$ cat src/rtl/bms_pkg.sv
package bms_pkg;
    localparam int CMD_W  = 7;
    localparam int CB_REQ = 0;
    localparam int CB_REL = 1;
    localparam int CB_RD  = 2;
    localparam int CB_GO  = 3;
    localparam int CB_DS0 = 4;
    localparam int CB_DS1 = 5;
    localparam int CB_CLR = 6;

    typedef enum logic [1:0] {OWN_IDLE, OWN_REQ, OWN_HOLD} own_st_e;
    typedef enum logic [1:0] {XF_IDLE, XF_ADDR, XF_STRB, XF_REL} xf_st_e;
endpackage

$ cat src/rtl/bms_sync.sv
module bms_sync #(
    parameter int W      = 3,
    parameter int STAGES = 2
) (
    input  logic         clk,
    input  logic         rst_n,
    input  logic [W-1:0] a_i,
    output logic [W-1:0] s_o
);
    for (genvar g = 0; g < W; g++) begin : g_lane
        logic [STAGES-1:0] chain_q;
        always_ff @(posedge clk or negedge rst_n) begin
            if (!rst_n) chain_q <= '0;
            else        chain_q <= {chain_q[STAGES-2:0], a_i[g]};
        end
        assign s_o[g] = chain_q[STAGES-1];
    end
endmodule

$ cat src/rtl/bms_own.sv
module bms_own
    import bms_pkg::*;
(
    input  logic clk,
    input  logic rst_n,
    input  logic req_cmd,
    input  logic rel_cmd,
    input  logic xfer_quiet,
    input  logic grant_s,
    output logic bus_req_o,
    output logic bus_busy_o
);
    typedef struct packed {
        own_st_e st;
        logic    req;
        logic    busy;
    } own_t;

    own_t q, d;

    always_comb begin
        d = q;
        case (q.st)
            OWN_IDLE: if (req_cmd) begin
                d.st  = OWN_REQ;
                d.req = 1'b1;
            end
            OWN_REQ: if (grant_s) begin
                d.st   = OWN_HOLD;
                d.req  = 1'b0;
                d.busy = 1'b1;
            end
            OWN_HOLD: if (rel_cmd && xfer_quiet) begin
                d.st   = OWN_IDLE;
                d.busy = 1'b0;
            end
            default: d = '0;
        endcase
    end

    always_ff @(posedge clk or negedge rst_n) begin
        if (!rst_n) q <= '0;
        else        q <= d;
    end

    assign bus_req_o  = q.req;
    assign bus_busy_o = q.busy;

    AST_REQ_NOT_WITH_BUSY: assert property (@(posedge clk) disable iff (!rst_n)
        !(bus_req_o && bus_busy_o));
    AST_REQ_HELD: assert property (@(posedge clk) disable iff (!rst_n)
        bus_req_o && !grant_s |=> bus_req_o);
    AST_NO_RELEASE_MID_XFER: assert property (@(posedge clk) disable iff (!rst_n)
        bus_busy_o && !xfer_quiet |=> bus_busy_o);
endmodule

$ cat src/rtl/bms_xfer.sv
module bms_xfer
    import bms_pkg::*;
#(
    parameter int AW = 24,
    parameter int DW = 16
) (
    input  logic          clk,
    input  logic          rst_n,
    input  logic          start_cmd,
    input  logic          rd_cmd,
    input  logic [1:0]    ds_cmd,
    input  logic          clr_cmd,
    input  logic [AW-1:0] addr_i,
    input  logic [DW-1:0] wdata_i,
    input  logic          owned,
    input  logic          ack_s,
    input  logic          berr_s,
    input  logic [DW-1:0] data_i,
    output logic          as_o,
    output logic [1:0]    ds_o,
    output logic          write_o,
    output logic [AW-1:0] addr_o,
    output logic [DW-1:0] data_o,
    output logic          data_oe_o,
    output logic [DW-1:0] rdata_o,
    output logic          done_o,
    output logic          err_o,
    output logic          idle_o
);
    typedef struct packed {
        xf_st_e        st;
        logic          as;
        logic [1:0]    ds;
        logic [1:0]    ds_lat;
        logic          wr;
        logic          oe;
        logic [AW-1:0] addr;
        logic [DW-1:0] wdata;
        logic [DW-1:0] rdata;
        logic          done;
        logic          err;
    } xf_t;

    xf_t q, d;

    always_comb begin
        d      = q;
        d.done = 1'b0;
        if (clr_cmd) d.err = 1'b0;
        case (q.st)
            XF_IDLE: if (start_cmd && owned) begin
                d.st     = XF_ADDR;
                d.as     = 1'b1;
                d.addr   = addr_i;
                d.wr     = !rd_cmd;
                d.oe     = !rd_cmd;
                d.wdata  = wdata_i;
                d.ds_lat = ds_cmd;
            end
            XF_ADDR: begin
                d.st = XF_STRB;
                d.ds = q.ds_lat;
            end
            XF_STRB: if (berr_s || ack_s) begin
                d.st = XF_REL;
                d.as = 1'b0;
                d.ds = 2'b00;
                d.oe = 1'b0;
                if (berr_s)          d.err   = 1'b1;
                else if (!q.wr)      d.rdata = data_i;
            end
            XF_REL: if (!ack_s && !berr_s) begin
                d.st   = XF_IDLE;
                d.done = 1'b1;
            end
            default: d = '0;
        endcase
    end

    always_ff @(posedge clk or negedge rst_n) begin
        if (!rst_n) q <= '0;
        else        q <= d;
    end

    assign as_o      = q.as;
    assign ds_o      = q.ds;
    assign write_o   = q.wr;
    assign addr_o    = q.addr;
    assign data_o    = q.wdata;
    assign data_oe_o = q.oe;
    assign rdata_o   = q.rdata;
    assign done_o    = q.done;
    assign err_o     = q.err;
    assign idle_o    = (q.st == XF_IDLE);

    AST_STRB_UNDER_AS: assert property (@(posedge clk) disable iff (!rst_n)
        (ds_o != 2'b00) |-> as_o);
    AST_AS_NEEDS_OWN: assert property (@(posedge clk) disable iff (!rst_n)
        as_o |-> owned);
    AST_ADDR_STABLE: assert property (@(posedge clk) disable iff (!rst_n)
        as_o |=> (!as_o || $stable(addr_o)));
    AST_STRB_WAIT: assert property (@(posedge clk) disable iff (!rst_n)
        (ds_o != 2'b00) && !ack_s && !berr_s |=> $stable(ds_o));
    AST_DONE_PULSE: assert property (@(posedge clk) disable iff (!rst_n)
        done_o |=> !done_o);
    AST_ERR_STICKY: assert property (@(posedge clk) disable iff (!rst_n)
        err_o && !clr_cmd |=> err_o);
endmodule

$ cat src/rtl/bms_top.sv
module bms_top
    import bms_pkg::*;
#(
    parameter int AW = 24,
    parameter int DW = 16
) (
    input  logic             clk,
    input  logic             rst_n,
    input  logic [CMD_W-1:0] ucmd_i,
    input  logic [AW-1:0]    addr_i,
    input  logic [DW-1:0]    wdata_i,
    output logic             bus_req_o,
    input  logic             bus_grant_i,
    output logic             bus_busy_o,
    output logic             as_o,
    output logic [1:0]       ds_o,
    output logic             write_o,
    output logic [AW-1:0]    addr_o,
    output logic [DW-1:0]    data_o,
    output logic             data_oe_o,
    input  logic [DW-1:0]    data_i,
    input  logic             dtack_i,
    input  logic             berr_i,
    output logic             granted_o,
    output logic             xfer_busy_o,
    output logic             done_o,
    output logic             err_o,
    output logic [DW-1:0]    rdata_o
);
    localparam int NSYNC = 3;

    logic [NSYNC-1:0] sync_s;
    logic             grant_s, ack_s, berr_s;
    logic             idle, quiet, start_cmd;

    bms_sync #(.W(NSYNC), .STAGES(2)) u_sync (
        .clk   (clk),
        .rst_n (rst_n),
        .a_i   ({berr_i, dtack_i, bus_grant_i}),
        .s_o   (sync_s)
    );
    assign grant_s = sync_s[0];
    assign ack_s   = sync_s[1];
    assign berr_s  = sync_s[2];

    assign start_cmd = ucmd_i[CB_GO];
    assign quiet     = idle && !start_cmd;

    bms_own u_own (
        .clk        (clk),
        .rst_n      (rst_n),
        .req_cmd    (ucmd_i[CB_REQ]),
        .rel_cmd    (ucmd_i[CB_REL]),
        .xfer_quiet (quiet),
        .grant_s    (grant_s),
        .bus_req_o  (bus_req_o),
        .bus_busy_o (bus_busy_o)
    );

    bms_xfer #(.AW(AW), .DW(DW)) u_xfer (
        .clk       (clk),
        .rst_n     (rst_n),
        .start_cmd (start_cmd),
        .rd_cmd    (ucmd_i[CB_RD]),
        .ds_cmd    ({ucmd_i[CB_DS1], ucmd_i[CB_DS0]}),
        .clr_cmd   (ucmd_i[CB_CLR]),
        .addr_i    (addr_i),
        .wdata_i   (wdata_i),
        .owned     (bus_busy_o),
        .ack_s     (ack_s),
        .berr_s    (berr_s),
        .data_i    (data_i),
        .as_o      (as_o),
        .ds_o      (ds_o),
        .write_o   (write_o),
        .addr_o    (addr_o),
        .data_o    (data_o),
        .data_oe_o (data_oe_o),
        .rdata_o   (rdata_o),
        .done_o    (done_o),
        .err_o     (err_o),
        .idle_o    (idle)
    );

    assign granted_o   = bus_busy_o;
    assign xfer_busy_o = !idle;
endmodule

$ cat config.mk
export PLATFORM = sky130hd
export DESIGN_NAME = bms_top
export DESIGN_NICKNAME = d
export VERILOG_FILES = /design/src/rtl/bms_pkg.sv /design/src/rtl/bms_sync.sv /design/src/rtl/bms_own.sv /design/src/rtl/bms_xfer.sv /design/src/rtl/bms_top.sv
export SDC_FILE = /design/constraint.sdc
export NUM_CORES = 1
export LEC_CHECK = 0
export ABC_CLOCK_PERIOD_IN_PS = 1740
export BUFFER_PORTS_ARGS = -buffer_cell sky130_fd_sc_hd__buf_2
export CELL_PAD_IN_SITES_DETAIL_PLACEMENT = 1
export CELL_PAD_IN_SITES_GLOBAL_PLACEMENT = 1
export CORE_MARGIN = 2
export CORE_UTILIZATION = 34
export DETAILED_ROUTE_END_ITERATION = 7
export PLACE_DENSITY_LB_ADDON = 0.1
export SLEW_MARGIN = 25
export SYNTH_ARGS = -nofsm -noshare
export SYNTH_HDL_FRONTEND = slang
export SYNTH_SLANG_ARGS = --single-unit
$ cat constraint.sdc
create_clock -name clk -period 1.74 [get_ports clk]
set_input_delay 0.261 -clock clk [delete_from_list [all_inputs] [get_ports clk]]
set_output_delay 0.261 -clock clk [all_outputs]
set_load 0.02 [all_outputs]
### Word level (Yosys, flattened, before mapping)

Index checks and enable logic that the tools add are counted.

| storage, ports and cells | value |
|---|---|
| register bits | 77 |
| latch bits | 0 |
| bits in writable memories | 0 |
| ROM bits | 0 |
| bits of input ports | 68 |
| output and inout port bits | 67 |
| word-level logic and storage cells | 76 |
| memories kept | 0 |

| cells by class | value |
|---|---|
| add/subtract/negate cells | 0 |
| multipliers | 0 |
| div/mod/pow operators | 0 |
| $lt $le $gt $ge | 0 |
| eq/ne operators | 11 |
| shifts and indexed selects | 0 |
| multiplexer cells | 22 |
| bitwise operators | 4 |
| reduce and logical (&&, ||, !) cells | 22 |

Operators by type and width:

| kind | number |
|---|---|
| $mux 41 | 1 |
| $reduce_and 3->1 | 5 |
| $mux 1 | 8 |
| $ne 2x1->1 const B | 4 |
| $pmux 2 s4 | 1 |
| $eq 2x2->1 const B | 3 |
| $mux 3 | 2 |
| $pmux 1 s3 | 2 |
| $pmux 2 s3 | 1 |
| $logic_not 1->1 | 5 |
| $mux 5 | 1 |
| $eq 2x1->1 const B | 2 |
| $logic_and 1x1->1 | 4 |
| $logic_not 2->1 | 2 |
| $mux 2 | 2 |
| $mux 4 | 1 |
| $ne 2x2->1 const B | 2 |
| $not 1->1 | 4 |
| $pmux 1 s2 | 2 |
| $pmux 2 s2 | 1 |
| $reduce_and 2->1 | 2 |
| $reduce_and 4->1 | 1 |
| $reduce_bool 2->1 | 2 |
| $logic_or 1x1->1 | 1 |

### Longest topological paths before layout

| depth | value |
|---|---|
| depth in word-level cells | 5 |
| mapped depth | 7 |
| mapped depth without buffers | 5 |

### By module

Synthesis repeated with hierarchy kept, for this count alone.

| unflattened totals | value |
|---|---|
| cells, all modules | 256 |
| area total of the unflattened synthesis | 3,497.1 um2 |

By module, submodules not included:

| module | instances | cells each | area an instance (um2) | sequential area each (um2) |
|---|---|---|---|---|
| bms_xfer | 1 | 226 | 3,128.0 | 1,676.6 |
| bms_sync | 1 | 9 | 172.7 | 150.1 |
| bms_own | 1 | 18 | 171.4 | 100.1 |
| bms_top | 1 | 3 | 25.0 | 0.0 |

### Worst setup path after synthesis

Ideal clock, no wire load.

| timing | value |
|---|---|
| path type | reg-to-reg |
| from | reg u_xfer.q[65] (netlist bit) |
| to | reg u_xfer.q, in the netlist u_xfer.rdata_o[10] |
| library setup time | 0.125 ns |
| arrival | 1.561 ns |
| required time | 1.615 ns |
| setup slack | 0.054 ns |
| stages on the path, launching flop included | 8 |
| path buffers | 2 |
| period minus slack after synthesis | 1.686 ns |
| path through | dfrtp_1 -> inv_1 -> ha_1 -> buf_6 -> nand2_4 -> nor3_4 -> buf_12 -> mux2_4 |

| between the ends | value |
|---|---|
| word-level cells in the longest chain between the ends | 2 |

Ends and longest elaborated chain:

| what | line | text |
|---|---|---|
| start: declaration | bms_xfer.sv:44 | `xf_t q, d;` |
| start signal: assignment | bms_xfer.sv:81 | `if (!rst_n) q <= '0;` |
| start signal: assignment | bms_xfer.sv:82 | `else q <= d;` |
| $eq 2x2->1 | bms_xfer.sv:50 | `case (q.st)` |
| $reduce_and 4->1 (no source line) | -- |  |

No other way between the ends.
A chain may end at the register's enable or synchronous reset.

### Final worst setup path

| timing | value |
|---|---|
| from | reg u_xfer.q[65] (netlist bit) |
| to | reg u_xfer.q, in the netlist u_xfer.rdata_o[0] |

The elaborated chain is that of the path after synthesis.

==> flow_metrics.env <==
export IMPL_startpoint_type="flip-flop"
export IMPL_cts_tree="done"
export IMPL_clockBufferDepth=2
export IMPL_clock_latency_ns=0.33
export IMPL_hold_path_class="input port to flip-flop"
export IMPL_die_h_um=105
export IMPL_pin_count=135
export IMPL_drc=0
export IMPL_avgViaCountPerCell=4.37
export IMPL_syn_nets=328
export IMPL_gp_congestion=0.766
export IMPL_clkSinkCount=77
export IMPL_totalWireLength_um=7070
export IMPL_grt_setup_unrepaired="no"
export IMPL_fillCellCount=1080
export IMPL_root_buffer="clkbuf_8"
export IMPL_ys_types=28
export IMPL_end_kind="flip-flop"
export IMPL_period_needed_ns=1.63
export IMPL_p_leak_nw=2.09
export IMPL_synth_area_um2=3480
export IMPL_multiInputGateArea_um2=1040
export IMPL_die_area_um2=11100
export IMPL_die_x_um=105
export IMPL_design_area_um2=4180
export IMPL_final_cell_mix="132 x buf_2, 77 x dfrtp_1, 49 x mux2_2, 12 x clkbuf_8, 10 x mux2_4"
export IMPL_final_common_cell="buf_2"
export IMPL_wire_per_inst_um=14.6
export IMPL_required_ns=1.96
export IMPL_drive_gt1_share_pct=64.3
export IMPL_slew_viol_final=0
export IMPL_grt_max_degree=40
export IMPL_cp_max_fo=16
export IMPL_yosysWarnings=0
export IMPL_fmax_ghz=0.612
export IMPL_start_util_pct=35.3
export IMPL_ff_latch_area_um2=1930
export IMPL_finalNetCount=418
export IMPL_ys_ff_latch=77
export IMPL_h_tree_depth=3
export IMPL_overflow=0
export IMPL_core_area_um2=9860
export IMPL_path_clk_slew_ns=0.08
export IMPL_synthCells=255
export IMPL_finalSetupTns_ns=0
export IMPL_drtIter0Drc=35
export IMPL_cts_buffers=9
export IMPL_grtUsageTotal_pct=13.3
export IMPL_grt_antenna_before_repair=0
export IMPL_status="completed"
export IMPL_irDropWorstVdd_v=0.000751
export IMPL_syn2layout_area_growth_pct=19.9
export IMPL_worst_pin_slew_ns=0.440
export IMPL_postSynthAreaPerCell_um2=13.7
export IMPL_ant_nets=0
export IMPL_num_vias=2110
export IMPL_place_area_um2=3940
export IMPL_dpl_hpwl_um=5240
export IMPL_grt_pass1_wl_um=11600
export IMPL_port_buffers=134
export IMPL_cap_violations=0
export IMPL_rows=36
export IMPL_finalCritPeriodShare_pct=93.9
export IMPL_fin_skew_ns=0.00671
export IMPL_hold_violations=0
export IMPL_drt_pass1_iterations=2
export IMPL_finalSetupViolCount=0
export IMPL_cp_data_arrival_time_ns=1.85
export IMPL_synth_seq_area_share_pct=55.3
export IMPL_critical_path_class="flip-flop to flip-flop"
export IMPL_diodes=0
export IMPL_power_density_nw_per_um2=1940
export IMPL_grt_pass1_vias=2337
export IMPL_relSlewSlack_pct=70.6
==> kinds of logic (layout without fill, tap and decap cells) <==
group	Yosys count	in the layout	share of synthesized area, %
buffers and inverters	73	168	15.1
flip-flops	77	77	55.3
multiplexers	63	63	21.3
adder cells (fa/ha/maj)	5	5	1.80
AO/OA/AOI/OAI	21	21	3.70
AND/OR/NAND/NOR	16	16	2.84
==> flip-flops by register name, indices dropped and copies added, names as in the netlist, 2 cells and up <==
| name | cells |
|---|---|
| u_own.q | 2 |
| u_xfer.addr_o | 24 |
| u_xfer.data_o | 16 |
| u_xfer.ds_o | 2 |
| u_sync.g_lane.chain_q | 6 |
| u_xfer.q | 4 |
| u_xfer.rdata_o | 16 |
==> layout make-up <==
cell class	count	area share, %
clock buffers	13	4.04
flip-flops and latches	77	46.1
repair buffers	144	19.2
inverters	8	0.719
multi-input cells	105	24.9
well taps	133	3.98
clock inverters	3	1.02
==> cell usage after synthesis <==
cell type	count	area, um2
a21oi_1	7	35.0
nor3_4	1	16.3
buf_2	4	20.0
or2_2	1	6.26
o21a_1	1	7.51
a21o_1	2	15.0
mux2_2	49	552
nand2b_1	3	18.8
inv_1	8	30.0
dfrtp_1	77	1930
and2_1	1	6.26
o2bb2ai_1	1	8.76
a21boi_0	1	7.51
ha_1	5	62.6
nor2_1	4	15.0
o22ai_1	1	6.26
buf_12	1	20.0
o21ai_0	5	25.0
a211oi_1	1	7.51
buf_6	1	11.3
mux2i_1	4	40.0
nand3_2	1	10.0
buf_4	59	443
a31oi_1	1	6.26
nand2_4	1	11.3
o32a_1	1	10.0
mux2_4	10	150
nand2_1	4	15.0
==> timing repair <==
action | 4_1_cts | 5_1_grt
endpoints found under the setup margin | 1 | 2
gates resized for setup | 2 | 3
endpoints found under the hold margin | 18 | 0
buffers inserted | 1 | 0
hold buffers | 1 | 0
==> per-stage QoR <==
stage / hold slack, ns / util, % / power, mW / instances / setup WS, ns
after global placement: 0.170 / 39.9 / 6.65 / 465 / 0.109
after floorplan: -0.0346 / - / 6.41 / 255 / 0.0540
final: 0.0291 / 42.4 / 8.11 / 483 / 0.106
after global routing: 0.00117 / 42.4 / 8.68 / 483 / 0.0119
after CTS: 0.00490 / 42.3 / 8.25 / 483 / 0.0194
after detailed placement: 0.167 / 39.9 / 6.75 / 465 / 0.0273
==> metal layers <==
layer  wire, um  vias to the layer above  track usage [%]
met4         95                        0             5.05
li1           -                      975                -
met2       3350                       86             21.0
met5          0                        -                0
met3        593                        9             5.50
met1       3040                     1040             16.2
==> power by group <==
part | internal (mW) | leakage (nW) | switching (mW)
Clock | 0.780 | 0.106 | 0.635
Sequential | 2.62 | 0.919 | 0.446
Combinational | 1.65 | 1.07 | 1.98
==> worst paths after layout <==
path	startpoint	to	slack (ns)	cells past startpoint
max in group asynchronous	rst_n	u_xfer.q[66]$_DFFE_PN0P_	0.81	3
worst max register to register	u_xfer.q[65]$_DFFE_PN0P_	u_xfer.rdata_o[0]$_DFFE_PN0P_	0.11	6
worst min-delay path	berr_i	u_sync.g_lane[2].chain_q[0]$_DFF_PN0_	0.03	1
worst min register to register	u_sync.g_lane[2].chain_q[0]$_DFF_PN0_	u_sync.g_lane[2].chain_q[1]$_DFF_PN0_	0.35	0
worst max-delay path	u_xfer.q[65]$_DFFE_PN0P_	u_xfer.rdata_o[0]$_DFFE_PN0P_	0.11	6
min in group asynchronous	rst_n	u_sync.g_lane[0].chain_q[1]$_DFF_PN0_	0.35	2
==> worst max-delay path, cell delays in order (launching register included) <==
cell     delay, ns
dfrtp_1       0.38
inv_1         0.11
ha_1          0.28
nand2_4       0.07
nor3_4        0.15
buf_12        0.19
mux2_2        0.34
Note: power is estimated with default switching activity, not from simulation.
